[src/rtl/i2c_reg_pkg.sv]
package i2c_reg_pkg;

    typedef enum logic [2:0] {
        PH_IDLE,
        PH_RX,
        PH_ACK,
        PH_TX,
        PH_MACK
    } phase_e;

    typedef enum logic [1:0] {
        RX_DEV,
        RX_PTR,
        RX_DATA
    } rxkind_e;

endpackage

[src/rtl/i2c_line_sync.sv]
module i2c_line_sync #(
    parameter int STAGES = 2
) (
    input  logic clk,
    input  logic rst_n,
    input  logic scl_in,
    input  logic sda_in,
    output logic scl_o,
    output logic sda_o,
    output logic scl_rise,
    output logic scl_fall,
    output logic start_det,
    output logic stop_det
);

    typedef struct packed {
        logic [STAGES-1:0] scl_ch;
        logic [STAGES-1:0] sda_ch;
        logic              scl_p;
        logic              sda_p;
    } sync_t;

    sync_t q, d;

    always_comb begin
        d        = q;
        d.scl_ch = {q.scl_ch[STAGES-2:0], scl_in};
        d.sda_ch = {q.sda_ch[STAGES-2:0], sda_in};
        d.scl_p  = q.scl_ch[STAGES-1];
        d.sda_p  = q.sda_ch[STAGES-1];
    end

    always_ff @(posedge clk or negedge rst_n) begin
        if (!rst_n) q <= '1;
        else        q <= d;
    end

    assign scl_o     = q.scl_ch[STAGES-1];
    assign sda_o     = q.sda_ch[STAGES-1];
    assign scl_rise  = scl_o & ~q.scl_p;
    assign scl_fall  = ~scl_o & q.scl_p;
    assign start_det = scl_o & q.scl_p & q.sda_p & ~sda_o;
    assign stop_det  = scl_o & q.scl_p & ~q.sda_p & sda_o;

endmodule

[src/rtl/i2c_reg_bank.sv]
module i2c_reg_bank #(
    parameter int NUM_REGS = 8
) (
    input  logic                      clk,
    input  logic                      rst_n,
    input  logic                      wr_en,
    input  logic [7:0]                wr_addr,
    input  logic [7:0]                wr_data,
    input  logic [7:0]                rd_addr,
    input  logic [7:0]                status_i,
    output logic [7:0]                rd_data,
    output logic [(NUM_REGS-1)*8-1:0] ctrl_o
);

    localparam int CTRL_W = (NUM_REGS - 1) * 8;

    for (genvar k = 1; k < NUM_REGS; k++) begin : g_reg
        logic [7:0] r_q;
        logic [7:0] r_d;

        always_comb begin
            r_d = r_q;
            if (wr_en && wr_addr == 8'(k)) r_d = wr_data;
        end

        always_ff @(posedge clk or negedge rst_n) begin
            if (!rst_n) r_q <= 8'h00;
            else        r_q <= r_d;
        end

        assign ctrl_o[(k-1)*8 +: 8] = r_q;
    end

    always_comb begin
        rd_data = 8'h00;
        if (rd_addr == 8'h00) rd_data = status_i;
        for (int k = 1; k < NUM_REGS; k++) begin
            if (rd_addr == 8'(k)) rd_data = ctrl_o[(k-1)*8 +: 8];
        end
    end

    // a write aimed at status or beyond the bank leaves every register as it was
    a_r6_invalid_write_dropped: assert property (@(posedge clk) disable iff (!rst_n)
        (wr_en && (wr_addr == 8'h00 || {1'b0, wr_addr} >= 9'(NUM_REGS)))
            |=> $stable(ctrl_o));

    // without a write strobe nothing in the bank moves
    a_r5_hold_without_write: assert property (@(posedge clk) disable iff (!rst_n)
        !wr_en |=> $stable(ctrl_o));

    initial begin
        if (CTRL_W < 8 || NUM_REGS > 256) $error("NUM_REGS out of range");
    end

endmodule

[src/rtl/i2c_reg_target.sv]
module i2c_reg_target
    import i2c_reg_pkg::*;
#(
    parameter logic [6:0] DEV_ADDR    = 7'h48,
    parameter int         NUM_REGS    = 8,
    parameter int         SYNC_STAGES = 2
) (
    input  logic                      clk,
    input  logic                      rst_n,
    input  logic                      scl_in,
    input  logic                      sda_in,
    input  logic [7:0]                status_i,
    output logic                      sda_oe,
    output logic [(NUM_REGS-1)*8-1:0] ctrl_o
);

    localparam int         BITS_W   = 4;
    localparam logic [3:0] LAST_BIT = 4'(7);
    localparam logic [3:0] FULL     = 4'(8);

    typedef struct packed {
        phase_e            phase;
        rxkind_e           kind;
        logic [BITS_W-1:0] bits;
        logic [7:0]        shreg;
        logic              rd;
        logic [7:0]        ptr;
        logic              oe;
        logic              mack;
    } ctl_t;

    logic scl_s, sda_s, scl_rise, scl_fall, start_det, stop_det;
    logic       wr_en;
    logic [7:0] wr_addr, wr_data, rd_addr, rd_data;

    ctl_t q, d;

    i2c_line_sync #(.STAGES(SYNC_STAGES)) sync_i (
        .clk       (clk),
        .rst_n     (rst_n),
        .scl_in    (scl_in),
        .sda_in    (sda_in),
        .scl_o     (scl_s),
        .sda_o     (sda_s),
        .scl_rise  (scl_rise),
        .scl_fall  (scl_fall),
        .start_det (start_det),
        .stop_det  (stop_det)
    );

    i2c_reg_bank #(.NUM_REGS(NUM_REGS)) bank_i (
        .clk      (clk),
        .rst_n    (rst_n),
        .wr_en    (wr_en),
        .wr_addr  (wr_addr),
        .wr_data  (wr_data),
        .rd_addr  (rd_addr),
        .status_i (status_i),
        .rd_data  (rd_data),
        .ctrl_o   (ctrl_o)
    );

    // the byte to send after a controller ACK is the one past the pointer
    assign rd_addr = (q.phase == PH_MACK) ? q.ptr + 8'd1 : q.ptr;
    assign wr_addr = q.ptr;
    assign wr_data = q.shreg;

    always_comb begin
        d     = q;
        wr_en = 1'b0;
        if (stop_det) begin
            d.phase = PH_IDLE;
            d.ptr   = 8'h00;
            d.oe    = 1'b0;
        end else if (start_det) begin
            d.phase = PH_RX;
            d.kind  = RX_DEV;
            d.bits  = '0;
            d.oe    = 1'b0;
        end else begin
            unique case (q.phase)
                PH_IDLE: ;
                PH_RX: begin
                    if (scl_rise && q.bits < FULL) begin
                        d.shreg = {q.shreg[6:0], sda_s};
                        d.bits  = q.bits + 1'b1;
                    end else if (scl_fall && q.bits == FULL) begin
                        unique case (q.kind)
                            RX_DEV: begin
                                if (q.shreg[7:1] == DEV_ADDR) begin
                                    d.rd    = q.shreg[0];
                                    d.oe    = 1'b1;
                                    d.phase = PH_ACK;
                                end else begin
                                    d.phase = PH_IDLE;
                                end
                            end
                            RX_PTR: begin
                                d.ptr   = q.shreg;
                                d.oe    = 1'b1;
                                d.phase = PH_ACK;
                            end
                            default: begin
                                wr_en   = 1'b1;
                                d.ptr   = q.ptr + 8'd1;
                                d.oe    = 1'b1;
                                d.phase = PH_ACK;
                            end
                        endcase
                    end
                end
                PH_ACK: begin
                    if (scl_fall) begin
                        d.oe   = 1'b0;
                        d.bits = '0;
                        if (q.kind == RX_DEV && q.rd) begin
                            d.phase = PH_TX;
                            d.shreg = rd_data;
                            d.oe    = ~rd_data[7];
                        end else begin
                            d.phase = PH_RX;
                            d.kind  = (q.kind == RX_DEV) ? RX_PTR : RX_DATA;
                        end
                    end
                end
                PH_TX: begin
                    if (scl_fall) begin
                        if (q.bits == LAST_BIT) begin
                            d.oe    = 1'b0;
                            d.phase = PH_MACK;
                        end else begin
                            d.bits  = q.bits + 1'b1;
                            d.shreg = {q.shreg[6:0], 1'b0};
                            d.oe    = ~q.shreg[6];
                        end
                    end
                end
                PH_MACK: begin
                    if (scl_rise) begin
                        d.mack = ~sda_s;
                    end else if (scl_fall) begin
                        if (q.mack) begin
                            d.ptr   = q.ptr + 8'd1;
                            d.shreg = rd_data;
                            d.oe    = ~rd_data[7];
                            d.bits  = '0;
                            d.phase = PH_TX;
                        end else begin
                            d.phase = PH_IDLE;
                        end
                    end
                end
                default: d.phase = PH_IDLE;
            endcase
        end
    end

    always_ff @(posedge clk or negedge rst_n) begin
        if (!rst_n) begin
            q       <= '0;
            q.phase <= PH_IDLE;
            q.kind  <= RX_DEV;
        end else begin
            q <= d;
        end
    end

    assign sda_oe = q.oe;

    // the drive enable moves only after SCL has been seen low (bus conditions excepted)
    a_r11_oe_moves_scl_low: assert property (@(posedge clk) disable iff (!rst_n)
        (sda_oe != $past(sda_oe)) |-> (!$past(scl_s) || $past(stop_det) || $past(start_det)));

    // a stop leaves the block idle, released, pointer at zero
    a_r1_stop_clears: assert property (@(posedge clk) disable iff (!rst_n)
        stop_det |=> (q.ptr == 8'h00 && !sda_oe && q.phase == PH_IDLE));

    // a controller NACK keeps the pointer and releases the line
    a_r8_nack_keeps_ptr: assert property (@(posedge clk) disable iff (!rst_n)
        (q.phase == PH_MACK && scl_fall && !q.mack && !start_det && !stop_det)
            |=> (q.ptr == $past(q.ptr) && !sda_oe));

    // the idle phase never drives the line
    a_r3_idle_released: assert property (@(posedge clk) disable iff (!rst_n)
        (q.phase == PH_IDLE && !start_det) |=> !sda_oe);

endmodule

[config.mk]
export PLATFORM = sky130hd
export DESIGN_NAME = i2c_reg_target
export DESIGN_NICKNAME = d
export VERILOG_FILES = /design/src/rtl/i2c_reg_pkg.sv /design/src/rtl/i2c_line_sync.sv /design/src/rtl/i2c_reg_bank.sv /design/src/rtl/i2c_reg_target.sv
export SDC_FILE = /design/constraint.sdc
export NUM_CORES = 1
export LEC_CHECK = 0
export ABC_AREA = 1
export BUFFER_PORTS_ARGS = -buffer_cell sky130_fd_sc_hd__clkbuf_2
export CELL_PAD_IN_SITES_DETAIL_PLACEMENT = 0
export CELL_PAD_IN_SITES_GLOBAL_PLACEMENT = 2
export CORE_MARGIN = 5
export CORE_UTILIZATION = 36
export DETAILED_ROUTE_END_ITERATION = 10
export GPL_ROUTABILITY_DRIVEN = 1
export PLACE_DENSITY_LB_ADDON = 0.12
export SYNTH_ARGS = -nofsm -noshare
export SYNTH_HDL_FRONTEND = slang
export SYNTH_SLANG_ARGS = --single-unit
[constraint.sdc]
create_clock -name clk -period 3.27 [get_ports clk]
set_input_delay 0 -clock clk [delete_from_list [all_inputs] [get_ports clk]]
set_output_delay 0 -clock clk [all_outputs]
set_load 0.01 [all_outputs]
; Yosys cells after proc, flatten, opt, wreduce, memory -nomap -nowiden
; Cells that the tools add are included.
[totals]
regBits = 90
[classes]
add_sub_neg = 2
order_cmp = 1
n_eq_ne = 55
mux = 57
bitwise = 16
n_reduce_logical = 28
[op_table]
columns = op, count
row1 = $mux 8, 11
row2 = $mux 12, 6
row3 = $eq 8x3->1 const B, 8
row4 = $mux 9, 7
row5 = $pmux 12 s4, 1
row6 = $ne 3x3->1 const B, 14
row7 = $eq 8x2->1 const B, 4
row8 = $ne 4x4->1 const B, 8
row9 = $pmux 8 s2, 2
row10 = $mux 3, 7
row11 = $ne 2x2->1 const B, 9
row12 = $reduce_and 9->1, 2
row13 = $mux 17, 1
row14 = $eq 8x1->1 const B, 2
row15 = $reduce_and 8->1, 2
row16 = $pmux 3 s5, 1
row17 = $mux 2, 7
row18 = $mux 1, 13
row19 = $reduce_and 11->1, 1
row20 = $logic_and 1x1->1, 10
row21 = $not 1->1, 9
row22 = $add 8x1->8 const B, 1
row23 = $logic_not 8->1, 1
row24 = $reduce_and 4->1, 2
row25 = 22 further kinds, 30

; Logic depth before layout (Yosys ltp)
[logic_depth]
word_depth = 18
depth_mapped = 19

; Hierarchy
; From an unflattened synthesis, not the netlist that was laid out.
[hier_totals]
hier_cells = 662
area_unflattened_um2 = 4951.0
[by_module_without_submodules]
columns = module, instances, cells_per_inst, area_each_um2, seq_area_each_um2
row1 = i2c_reg_bank, 1, 332, 2652.5, 1401.3
row2 = i2c_reg_target, 1, 313, 2099.5, 700.7
row3 = i2c_line_sync, 1, 17, 198.9, 157.7

; Least setup slack after synthesis
; No wires, ideal clock.
[synth_timing]
path_kind = flip-flop to flip-flop
from = register q, in the netlist wr_addr[0]
to = register q, in the netlist sda_oe
arrival_time_ns = 1.971
required_ns = 3.154
slack_ns = 1.183
stages_incl_launch_ff = 17
synth_period_minus_slack_ns = 2.087
path_cell_list = dfrtp_1 > inv_2 > ha_1 > inv_1 > nor2_1 > a21oi_2 > nand2_1 > nor2_4 > nand3_1 > nand2_1 > nor2_1 > nand3_1 > nand2_1 > nand4_1 > nand2_1 > nand2_1 > nand2_1
[synth_between]
elab_chain_cells = 18
[synth_rtl]
columns = item, line_no
row1 = start: declaration, i2c_reg_target.sv:36  ; ctl_t q, d;
row2 = $add 8x1->8, i2c_reg_target.sv:64  ; assign rd_addr = (q.phase == PH_MACK) ? q.ptr + 8'd1 : q.ptr;
row3 = $mux 8 *, i2c_reg_target.sv:64
row4 = $logic_not 8->1, i2c_reg_bank.sv:36  ; if (rd_addr == 8'h00) rd_data = status_i;
row5 = $mux 8, i2c_reg_bank.sv:36
row6 = $mux 8 (6 in a row), i2c_reg_bank.sv:38  ; if (rd_addr == 8'(k)) rd_data = ctrl_o[(k-1)*8 +: 8];
row7 = $mux 8 *, i2c_reg_bank.sv:38
row8 = $not 1->1 *, "i2c_reg_target.sv:119, i2c_reg_target.sv:145"
row9 = $mux 9, i2c_reg_target.sv:142  ; if (q.mack) begin
row10 = $mux 9, i2c_reg_target.sv:141  ; end else if (scl_fall) begin
row11 = $mux 9, i2c_reg_target.sv:139  ; if (scl_rise) begin
row12 = $pmux 1 s4 *, i2c_reg_target.sv:81  ; unique case (q.phase)
row13 = $mux 1 *, i2c_reg_target.sv:75  ; end else if (start_det) begin
row14 = $mux 9 *, i2c_reg_target.sv:71  ; if (stop_det) begin
; Mark *: on every way between the ends. The rest lies on a longest branch, timed or not. The select of a mux whose other input is x is not followed.
; A chain may end at the register's enable or synchronous reset.

; Worst setup path in the final report
[layout_timing]
from = register q, in the netlist wr_addr[0]
to = register q, in the netlist wr_data[5]
[layout_between]
elab_chain_cells = 15
[layout_rtl]
columns = item, line_no
row1 = $add 8x1->8, i2c_reg_target.sv:64
row2 = $mux 8 *, i2c_reg_target.sv:64
row3 = $logic_not 8->1, i2c_reg_bank.sv:36
row4 = $mux 8, i2c_reg_bank.sv:36
row5 = $mux 8 (6 in a row), i2c_reg_bank.sv:38
row6 = $mux 8 *, i2c_reg_bank.sv:38
row7 = $mux 12, i2c_reg_target.sv:142
row8 = $mux 12, i2c_reg_target.sv:141
row9 = $mux 12, i2c_reg_target.sv:139
row10 = $pmux 12 s4 *, i2c_reg_target.sv:81
; Marked as above.

==> out/results.ini <==
[floorplanning]
die_area_um2 = 16160
rows = 42
die_h_um = 127.1
ios = 69
start_util_pct = 37.00
die_x_um = 127.1
core_area_um2 = 13350

[detailed_routing]
routed_wl_um = 15540
drtIter0Drc = 312
avgViaCountPerCell = 5.149
wl_per_cell_um = 17.63
dr_total_vias = 4536
drc = 0
ant_nets = 0
firstDrtPassIters = 5

[clocking]
postCtsHoldBufs = 3
cts.sinks = 90
clk_latency_ps = 350
cts_resized = 0
path_clk_slew_ps = 70
cts_tree = built
cts_buffer_depth = 2
numCtsBuffers = 9
postCtsSetupBuffers = 0
cts-root-buf = clkbuf_16
htreeDepth = 3

[yosys]
ys_seq_area_share_pct = 45.76
synth_ff_type = dfrtp_1
synthSimpleGateAreaFrac_pct = 30.30
synth.avg_cell_area_um2 = 7.851
async_reset_ff_share_pct = 100.0
synth_cell_type_count = 40
synth-edff-count = 0
netlist_area_um2 = 4938
synth_fa_ha_area_share_pct = 1.520
yosysWarnings = 0
synth_top_family_by_area = simple AND/OR/NAND/NOR gates
synth_compound_area_share_pct = 13.63
synthCells = 629
syn_nets = 647
yosys_register_bits = 90
synthXorXnorAreaFrac_pct = 0.7347
synth_mux_area_share_pct = 0

[global_route]
grt_util_met1_pct = 26.04
grt_usage_pct = 19.51
overflow = 0
antenna_found_initial = 0
top_usage_layer = met2
grt_pass1_vias = 4333
grt.met2_usage_pct = 31.91
grt_use_met3_pct = 3.047
grt_max_degree = 35
grt_pass1_wl_um = 24420

[layout]
finalInstanceArea_um2 = 5766
regArea_um2 = 2260
antennaDiodeCount = 0
nFillCells = 1391
area_growth_syn_to_layout_pct = 16.75
final_layout_size_suffix_gt1_share_pct = 19.15
final_util_pct = 43.19
nNetsFinal = 718
multi_input_area_um2 = 2281

[placement]
gp_congestion = 0.8585
postPlaceCellArea_um2 = 5441
place_hpwl_um = 11550
portBuffers = 68

[sta]
setup_tns_ps = 0
final_max_slew_viol_count = 0
tightest_slew_ps = 622.5
final.min_clock_period_ps = 2636
max_freq_ghz = 0.3794
setup_viol = 0
fin_worst_skew_ps = 11.18
max_slew_margin_pct = 58.38
finalCritPeriodShare_pct = 80.61
hold_viol = 0
rsz0062_at_grt = no

[worst_setup_path]
rr_worst_depth = 13
criticalPathCategory = reg2reg
critPathLaunchType = flop
crit_fanout = 34
reg2reg_from = wr_addr[0]
ff2ff_setup_slack_ps = 630
r2r_end = wr_data[5]
critPathArrivalTime_ps = 2920
worstPathRequired_ps = 3550
end_kind = flop

[outcome]
status = completed

[pwr]
p_per_area_nw_per_um2 = 695.6
vdd_ir_drop_max_mv = 0.3416
leakage_nw = 2.822
power_w = 0.004010

[flow_run]
maxCapViolCount = 0

[min_path]
min_path_type = in2async

layout make-up:
class                           count  share of cell area (%)
Tap cell                          176                   3.819
Timing Repair Buffer               77                   7.248
Sequential cell                    90                   39.19
Inverter                           78                   5.078
Clock inverter                      6                   1.128
Clock buffer                       10                   3.971
Multi-Input combinational cell    444                   39.56
cells by family after synthesis:
logic type,Yosys count
flops,90
compound gates,125
buf+inv,95
simple gates,311
fa+ha+maj,6
xor+xnor,2
Yosys cell counts (2+ instances only):
library cell / count / area share [%]
nand3_1: 45 / 4.6
nand2_1: 150 / 11
o22ai_1: 2 / 0.25
nor2_1: 55 / 4.2
a31oi_1: 2 / 0.25
nand4_1: 25 / 3.2
buf_2: 9 / 0.91
nor3_1: 3 / 0.30
nand2_2: 5 / 0.63
nor4_1: 3 / 0.38
clkbuf_1: 4 / 0.30
nor2_4: 4 / 0.91
or2_0: 2 / 0.25
nor2_2: 4 / 0.51
o21ai_0: 86 / 8.7
inv_2: 9 / 0.68
o2111ai_1: 6 / 1.1
dfstp_2: 6 / 3.2
buf_6: 2 / 0.46
a21oi_2: 3 / 0.53
ha_1: 6 / 1.5
nand3_2: 4 / 0.81
a21oi_1: 22 / 2.2
nor3_4: 2 / 0.66
inv_1: 69 / 5.2
nand2_4: 4 / 0.91
dfrtp_1: 84 / 43
routing by layer:
metal	routed length [µm]	vias to the layer above
met3	628	28
met2	7396	106
met4	455	0
met5	0	-
li1	-	2229
met1	7055	2173
worst max-delay path, stage by stage (launching register included):
cell and delay (ps):
dfrtp_1 490, ha_1 290, nand3_1 140, o21ai_0 180, nand2_1 100, nor2_2 120
nand2_2 70, nand2_4 290, nand3_2 220, nor2_1 230, nor2_1 110, nand4_1 130
nand2_1 80, a21oi_1 120
placed cells by master, fill, tap and decap left out, drive strengths merged:
| master | count |
|---|---|
| nand2 | 159 |
| o21ai | 87 |
| dfrtp | 84 |
| inv | 80 |
| clkbuf | 77 |
| nor2 | 63 |
| nand3 | 50 |
| nand4 | 27 |
| a21oi | 25 |
| buf | 7 |
| o2111ai | 6 |
| ha | 6 |
| dfstp | 6 |
| nor3 | 5 |
| nor4 | 4 |
| dlygate4sd3 | 3 |
| or2 | 2 |
| o22ai | 2 |
| a31oi | 2 |
| clkinv | 2 |
| xor2 | 2 |
| o211ai | 1 |
| nand3b | 1 |
| a32oi | 1 |
| a211oi | 1 |
| bufinv | 1 |
| clkinvlp | 1 |
through the flow:
step,hold WS [ps],std cells,setup WS [ps]
3_3_place_gp,-29.59,862,726.4
6_report,141.6,881,634.2
4_1_cts,144.7,881,631.5
2_1_floorplan,-295.6,629,1183
5_1_grt,201.7,881,301.5
3_5_place_dp,-27.23,862,647.1
flip-flops by register name (all words and copies together) (netlist names):
name          count
bank_i.g.r_q     56
q                11
wr_addr           8
wr_data           8
sync_i.d          2
sync_i.q          2
sda_oe            1
sync_i.scl_o      1
sync_i.sda_o      1
worst max-delay path by stage:
stage	from	end	slack [ps]	cells past startpoint
global route	wr_addr[1]	wr_data[6]	300	15
global placement	wr_addr[0]	wr_data[5]	730	13
finish	wr_addr[0]	wr_data[5]	630	13
CTS	wr_addr[0]	wr_data[6]	630	15
detailed placement	wr_addr[0]	wr_data[6]	650	15
floorplan	wr_addr[0]	sda_oe	1180	16
where the power goes:
| part | internal, W | total, W | leakage, nW | switching (W) |
|---|---|---|---|---|
| clock network | 0.000596 | 0.00106 | 0.143 | 0.000467 |
| logic | 0.000404 | 0.00150 | 1.50 | 0.00110 |
| registers | 0.00126 | 0.00145 | 1.18 | 0.000189 |
| total | 0.00226 | 0.00401 | 2.82 | 0.00175 |
Power figures use the tool's default switching activity.
